==> src/rtl/irq_flag_pkg.sv <==
package irq_flag_pkg;
  localparam int BUS_W = 32;

  typedef enum logic [1:0] {
    REG_VIEW  = 2'd0,
    REG_SET   = 2'd1,
    REG_CLEAR = 2'd2,
    REG_MASK  = 2'd3
  } reg_idx_e;
endpackage

==> src/rtl/irq_bus_decode.sv <==
module irq_bus_decode
  import irq_flag_pkg::*;
#(
  parameter int ADDR_W = 4,
  parameter int FLAG_W = 8
) (
  input  logic              bus_sel,
  input  logic              bus_wr,
  input  logic [ADDR_W-1:0] bus_addr,
  input  logic [BUS_W-1:0]  bus_wdata,
  input  logic              rc_mode,
  output logic [FLAG_W-1:0] set_mask,
  output logic [FLAG_W-1:0] clr_mask,
  output logic              ien_we,
  output logic [FLAG_W-1:0] ien_wdata,
  output logic              ifc_rd,
  output logic              rc_fire,
  output logic              rd_en,
  output reg_idx_e          rd_idx
);
  logic     hit;
  reg_idx_e idx;

  assign idx = reg_idx_e'(bus_addr[3:2]);

  if (ADDR_W > 4) begin : g_hi_addr
    assign hit = bus_sel && (bus_addr[ADDR_W-1:4] == '0);
  end else begin : g_no_hi_addr
    assign hit = bus_sel;
  end

  logic unused_lo_addr;
  assign unused_lo_addr = ^bus_addr[1:0];

  if (FLAG_W < BUS_W) begin : g_pad
    logic unused_hi_data;
    assign unused_hi_data = ^bus_wdata[BUS_W-1:FLAG_W];
  end

  always_comb begin
    set_mask  = '0;
    clr_mask  = '0;
    ien_we    = 1'b0;
    ien_wdata = bus_wdata[FLAG_W-1:0];
    if (hit && bus_wr) begin
      unique case (idx)
        REG_SET:   set_mask = bus_wdata[FLAG_W-1:0];
        REG_CLEAR: clr_mask = bus_wdata[FLAG_W-1:0];
        REG_MASK:  ien_we   = 1'b1;
        default:   ;
      endcase
    end
  end

  assign rd_en   = hit && !bus_wr;
  assign rd_idx  = idx;
  assign ifc_rd  = rd_en && (idx == REG_CLEAR);
  assign rc_fire = ifc_rd && rc_mode;
endmodule

==> src/rtl/irq_flag_cells.sv <==
module irq_flag_cells #(
  parameter int FLAG_W = 8
) (
  input  logic              clk,
  input  logic              rst,
  input  logic [FLAG_W-1:0] hw_evt,
  input  logic [FLAG_W-1:0] set_mask,
  input  logic [FLAG_W-1:0] clr_mask,
  input  logic              rc_fire,
  output logic [FLAG_W-1:0] flag_q
);
  for (genvar i = 0; i < FLAG_W; i++) begin : g_bit
    logic kill;
    // a read-clear drops only a bit it returned; raising terms come last so they win
    assign kill = clr_mask[i] | (rc_fire & flag_q[i]);

    always_ff @(posedge clk) begin
      if (rst)
        flag_q[i] <= 1'b0;
      else
        flag_q[i] <= hw_evt[i] | set_mask[i] | (flag_q[i] & ~kill);
    end
  end
endmodule

==> src/rtl/irq_line_reg.sv <==
module irq_line_reg #(
  parameter int FLAG_W = 8
) (
  input  logic              clk,
  input  logic              rst,
  input  logic              ien_we,
  input  logic [FLAG_W-1:0] ien_wdata,
  input  logic [FLAG_W-1:0] flag_q,
  output logic [FLAG_W-1:0] ien_q,
  output logic              irq
);
  always_ff @(posedge clk) begin
    if (rst) begin
      ien_q <= '0;
      irq   <= 1'b0;
    end else begin
      if (ien_we)
        ien_q <= ien_wdata;
      irq <= |(flag_q & ien_q);
    end
  end
endmodule

==> src/rtl/irq_flag_bank.sv <==
module irq_flag_bank
  import irq_flag_pkg::*;
#(
  parameter int ADDR_W = 4,
  parameter int FLAG_W = 8
) (
  input  logic              clk,
  input  logic              rst,
  input  logic              bus_sel,
  input  logic              bus_wr,
  input  logic [ADDR_W-1:0] bus_addr,
  input  logic [31:0]       bus_wdata,
  output logic [31:0]       bus_rdata,
  input  logic              rc_mode,
  input  logic [FLAG_W-1:0] hw_evt,
  output logic              irq
);
  logic [FLAG_W-1:0] set_mask;
  logic [FLAG_W-1:0] clr_mask;
  logic              ien_we;
  logic [FLAG_W-1:0] ien_wdata;
  logic              ifc_rd;
  logic              rc_fire;
  logic              rd_en;
  reg_idx_e          rd_idx;
  logic [FLAG_W-1:0] flag_q;
  logic [FLAG_W-1:0] ien_q;

  irq_bus_decode #(.ADDR_W(ADDR_W), .FLAG_W(FLAG_W)) u_dec (
    .bus_sel   (bus_sel),
    .bus_wr    (bus_wr),
    .bus_addr  (bus_addr),
    .bus_wdata (bus_wdata),
    .rc_mode   (rc_mode),
    .set_mask  (set_mask),
    .clr_mask  (clr_mask),
    .ien_we    (ien_we),
    .ien_wdata (ien_wdata),
    .ifc_rd    (ifc_rd),
    .rc_fire   (rc_fire),
    .rd_en     (rd_en),
    .rd_idx    (rd_idx)
  );

  irq_flag_cells #(.FLAG_W(FLAG_W)) u_flags (
    .clk      (clk),
    .rst      (rst),
    .hw_evt   (hw_evt),
    .set_mask (set_mask),
    .clr_mask (clr_mask),
    .rc_fire  (rc_fire),
    .flag_q   (flag_q)
  );

  irq_line_reg #(.FLAG_W(FLAG_W)) u_line (
    .clk       (clk),
    .rst       (rst),
    .ien_we    (ien_we),
    .ien_wdata (ien_wdata),
    .flag_q    (flag_q),
    .ien_q     (ien_q),
    .irq       (irq)
  );

  logic [BUS_W-1:0] rd_mux;

  always_comb begin
    rd_mux = '0;
    if (rd_en) begin
      unique case (rd_idx)
        REG_VIEW:  rd_mux = BUS_W'(flag_q);
        REG_CLEAR: rd_mux = rc_mode ? BUS_W'(flag_q) : '0;
        REG_MASK:  rd_mux = BUS_W'(ien_q);
        default:   rd_mux = '0;
      endcase
    end
  end

  always_ff @(posedge clk) begin
    if (rst)
      bus_rdata <= '0;
    else
      bus_rdata <= rd_mux;
  end
endmodule

==> config.mk <==
export PLATFORM = sky130hd
export DESIGN_NAME = irq_flag_bank
export DESIGN_NICKNAME = d
export VERILOG_FILES = /design/src/rtl/irq_flag_pkg.sv /design/src/rtl/irq_bus_decode.sv /design/src/rtl/irq_flag_cells.sv /design/src/rtl/irq_line_reg.sv /design/src/rtl/irq_flag_bank.sv
export SDC_FILE = /design/constraint.sdc
export NUM_CORES = 1
export LEC_CHECK = 0
export ABC_CLOCK_PERIOD_IN_PS = 900
export BUFFER_PORTS_ARGS = -buffer_cell sky130_fd_sc_hd__buf_2
export CAP_MARGIN = 20
export CORE_UTILIZATION = 37
export DETAILED_ROUTE_END_ITERATION = 10
export PLACE_DENSITY_LB_ADDON = 0.3
export REMOVE_ABC_BUFFERS = 1
export SETUP_SLACK_MARGIN = 0.05
export SYNTH_ARGS = -nofsm -noshare
export SYNTH_HDL_FRONTEND = slang
export SYNTH_SLANG_ARGS = --single-unit
==> constraint.sdc <==
create_clock -name clk -period 0.9 [get_ports clk]
set_input_delay 0.18 -clock clk [delete_from_list [all_inputs] [get_ports clk]]
set_output_delay 0.18 -clock clk [all_outputs]
set_load 0.005 [all_outputs]
==> report_table.html <==
<table>
<tr><th>Metric</th><th>Value</th></tr>
<tr><th colspan="2">Place</th></tr>
<tr><td>Setup WS pre-CTS</td><td>-0.2801 ns</td></tr>
<tr><td>Final RePlAce weighted congestion</td><td>0.8131</td></tr>
<tr><td>Input/output buffers</td><td>31</td></tr>
<tr><td>Cell count after placement</td><td>231</td></tr>
<tr><td>Estimated wirelength of the detail-placed design</td><td>2070 um</td></tr>
<tr><th colspan="2">Cells and area</th></tr>
<tr><td>Most common cell after layout, fill and taps aside</td><td>buf_2</td></tr>
<tr><td>Fill cell count</td><td>between 300 and 400</td></tr>
<tr><td>P&amp;R area growth vs syn</td><td>16.19%</td></tr>
<tr><td>Share of final-layout standard cells stronger than drive strength 1</td><td>0.2708</td></tr>
<tr><td>Filler-free cell count of the finished design</td><td>236</td></tr>
<tr><td>Number of nets in the final layout</td><td>242</td></tr>
<tr><td>Antenna diode count</td><td>0</td></tr>
<tr><td>Top library cells by usage in the layout, fill and taps aside</td><td>31 x buf_2, 24 x a21oi_1, 24 x nand2_1, 24 x conb_1, 24 x dfxtp_1</td></tr>
<tr><th colspan="2">Global route</th></tr>
<tr><td>Maximum number of pins on one net before global-route repair</td><td>18</td></tr>
<tr><td>Global Route met1 Usage</td><td>0.2064</td></tr>
<tr><td>Congestion Overflow GR</td><td>0</td></tr>
<tr><td>Gr usage total</td><td>0.1661</td></tr>
<tr><td>Initial antenna violation count</td><td>0</td></tr>
<tr><td>Global-route wire length before repair</td><td>4388 um</td></tr>
<tr><td>Met3 track demand over resource in global routing</td><td>0.03275</td></tr>
<tr><td>Most used routing layer in global routing</td><td>met2</td></tr>
<tr><td>Via count of the first global-routing pass</td><td>984</td></tr>
<tr><td>Met2 Track Usage GR</td><td>0.2841</td></tr>
<tr><th colspan="2">Synthesis</th></tr>
<tr><td>Biggest area contributors in the synthesized netlist</td><td>dfxtp_1 41%, buf_4 15%, a21oi_1 9.8%, nand2_1 7.3%, o211ai_1 5.5%</td></tr>
<tr><td>Instance count of the mapped netlist</td><td>152</td></tr>
<tr><td>Mapped Avg Cell Area</td><td>8.083 um2</td></tr>
<tr><td>Total of warnings raised by yosys</td><td>0</td></tr>
<tr><td>Number of synthesized register bits</td><td>25</td></tr>
<tr><td>Area of the mapped netlist</td><td>1229 um2</td></tr>
<tr><td>Synth top area share</td><td>0.4073</td></tr>
<tr><td>Share of the yosys chip area belonging to registers</td><td>0.4073</td></tr>
<tr><td>Largest area contributor in the synthesized netlist</td><td>dfxtp_1</td></tr>
<tr><td>Netlist cell types</td><td>23</td></tr>
<tr><th colspan="2">Critical path</th></tr>
<tr><td>Cell at the slowest stage of the critical path</td><td>dfxtp_1</td></tr>
<tr><td>Slowest cell delay on critical path</td><td>~0.32 ns</td></tr>
<tr><td>Highest fanout seen on the critical path</td><td>1</td></tr>
<tr><td>Classification of the worst setup path</td><td>flop to output pin</td></tr>
<tr><td>Endpoint arrival time on the critical path</td><td>0.75 ns</td></tr>
<tr><td>Kind of launch point of the worst setup path</td><td>flop</td></tr>
<tr><td>Cell chain of the critical path</td><td>buf_2</td></tr>
<tr><td>Cell class contributing the biggest share of worst-path delay</td><td>flip-flops</td></tr>
<tr><td>Critical path buffers and inverters</td><td>1</td></tr>
<tr><td>Data required time at the worst endpoint</td><td>slightly above 0.7 ns</td></tr>
<tr><td>Sort of element at the end of the critical path</td><td>output pin</td></tr>
<tr><th colspan="2">Timing</th></tr>
<tr><td>Final hold viol count</td><td>0</td></tr>
<tr><td>Skew final</td><td>0.001400 ns</td></tr>
<tr><td>Final max-slew violation count</td><td>0</td></tr>
<tr><td>Unrepaired setup endpoints after global routing</td><td>true</td></tr>
<tr><td>Maximum operating frequency</td><td>1080 MHz</td></tr>
<tr><td>Setup TNS Final</td><td>-0.2061 ns</td></tr>
<tr><td>Final worst-path setup slack</td><td>-0.02587 ns</td></tr>
<tr><td>Final count of negative-setup-slack endpoints</td><td>9</td></tr>
<tr><td>Period minus WS final</td><td>0.9259 ns</td></tr>
<tr><td>Final Cycle Share</td><td>1.029</td></tr>
<tr><th colspan="2">Clocking</th></tr>
<tr><td>Clock tree root driver cell</td><td>clkbuf_4</td></tr>
<tr><td>CTS tree</td><td>built</td></tr>
<tr><td>Number of clock sinks</td><td>25</td></tr>
<tr><td>CTS clk-pin slew, worst paths</td><td>0.13 ns</td></tr>
<tr><td>Number of buffers inserted during clock tree synthesis</td><td>3</td></tr>
<tr><td>CTS max path bufs</td><td>2</td></tr>
<tr><td>Worst-skew pair later-pin latency</td><td>between 0.3 and 0.4 ns</td></tr>
<tr><td>H-tree levels</td><td>1</td></tr>
<tr><td>Number of hold buffers added after cts</td><td>0</td></tr>
<tr><th colspan="2">Outcome</th></tr>
<tr><td>Violations in the final reports</td><td>setup timing</td></tr>
<tr><td>Result of the run</td><td>finished, violations left</td></tr>
<tr><th colspan="2">Pwr</th></tr>
<tr><td>Largest vdd supply drop</td><td>0.0004461 V</td></tr>
<tr><td>Leakage power</td><td>0.6398 nW</td></tr>
<tr><td>Total power per unit cell area</td><td>1389 nW/um2</td></tr>
<tr><td>Overall power</td><td>~2.0 mW</td></tr>
<tr><th colspan="2">Floorplanning</th></tr>
<tr><td>Ports placed on the boundary</td><td>82</td></tr>
<tr><td>Die outline height</td><td>59.63 um</td></tr>
<tr><td>Number of standard-cell rows in the floorplan</td><td>20</td></tr>
<tr><td>Width of the chip</td><td>59.63 um</td></tr>
<tr><td>Initial core utilization</td><td>0.3960</td></tr>
<tr><td>Standard cell core area</td><td>a little over 3000 um2</td></tr>
<tr><td>Area of the die</td><td>3555 um2</td></tr>
<tr><th colspan="2">Routing</th></tr>
<tr><td>Remaining antenna violation count after routing</td><td>0</td></tr>
<tr><td>Residual DRC</td><td>0</td></tr>
<tr><td>Routed wire length</td><td>~2700 um</td></tr>
<tr><td>Count of vias placed by the detailed router</td><td>roughly 1200</td></tr>
<tr><td>Drt wl/cell</td><td>between 10 and 15 um</td></tr>
<tr><td>Number of detailed-route iterations in the first pass</td><td>4</td></tr>
<tr><td>Number of design-rule violations left by the first detailed-router iteration</td><td>29</td></tr>
<tr><td>Vias per cell</td><td>~5</td></tr>
<tr><th colspan="2">Hold path</th></tr>
<tr><td>Class of the tightest hold or removal check</td><td>input port to flop</td></tr>
<tr><th colspan="2">Flow run</th></tr>
<tr><td>Maximum capacitance violations</td><td>0</td></tr>
</table>
==> final timing paths <==
path | start | slack (ns) | end | cells past startpoint
max | bus_rdata[1]$_SDFF_PP0_ | -0.03 | bus_rdata[1] | 1
min | bus_wdata[6] | 0.11 | u_line.ien_q[6]$_SDFFE_PP0P_ | 3
min reg2reg | u_line.ien_q[3]$_SDFFE_PP0P_ | 0.49 | u_line.ien_q[3]$_SDFFE_PP0P_ | 2
max reg2reg | u_line.ien_q[2]$_SDFFE_PP0P_ | 0.10 | u_line.irq$_SDFF_PP0_ | 2
==> synthesized netlist by cell type <==
master,n
a22oi_1,4
nand4b_1,1
and4_2,1
o21ai_0,8
and4b_1,1
buf_2,2
dfxtp_1,25
conb_1,1
inv_1,10
o211ai_1,9
buf_1,1
a21oi_1,24
buf_6,1
a41oi_1,1
and2_2,1
a41o_2,1
buf_4,25
clkbuf_1,1
nand2_1,24
nor2b_1,1
o22ai_1,8
inv_2,1
nand4_1,1
==> through the flow <==
stage / utilization / hold WS (ns) / instance area, um2
floorplan: - / 0.2491 / 1099
global placement: 0.4484 / 0.4365 / 1391
detailed placement: 0.4484 / 0.4476 / 1391
CTS: 0.4573 / 0.1044 / 1419
global route: 0.4601 / 0.09931 / 1428
finish: 0.4601 / 0.1089 / 1428
==> sequential cells by signal, indices dropped and copies added, names as in the netlist <==
register / count
bus_rdata: 8
u_flags.flag_q: 8
u_line.ien_q: 8
u_line.irq: 1
==> routing by layer <==
layer | routed length, um | vias up
met2 | 1300 | 57
met1 | 1217 | 542
met5 | 0 | -
met4 | 0 | 0
met3 | 159 | 0
li1 | - | 561
==> cell families after synthesis <==
group,count (synthesis),share of synthesized area
compound gates,55,0.2668
buf+inv,41,0.2098
flops,25,0.4073
other cells,1,0.003052
simple gates,30,0.1130
==> report_power, final <==
part / switching, mW / total [mW] / internal (mW)
Combinational: 0.166 / 0.299 / 0.133
Sequential: 0.0355 / 1.19 / 1.16
Clock: 0.325 / 0.491 / 0.166
==> timing repair <==
item | CTS | global route
endpoints found under the setup margin | 9 | 18
endpoints found under the hold margin | 0 | 0
pin swaps | 0 | 1
buffers inserted | 0 | 1
resized for setup | 0 | 1
==> cell type report <==
cell class | count | area [um2] | area share
Sequential cell | 25 | 501.7 | 0.3514
Tap cell | 44 | 55.05 | 0.03856
Clock inverter | 1 | 5.005 | 0.003506
Timing Repair Buffer | 43 | 245.2 | 0.1718
Inverter | 11 | 41.29 | 0.02892
Clock buffer | 3 | 22.52 | 0.01578
Multi-Input combinational cell | 109 | 556.8 | 0.3900
Power figures use the tool's default switching activity.
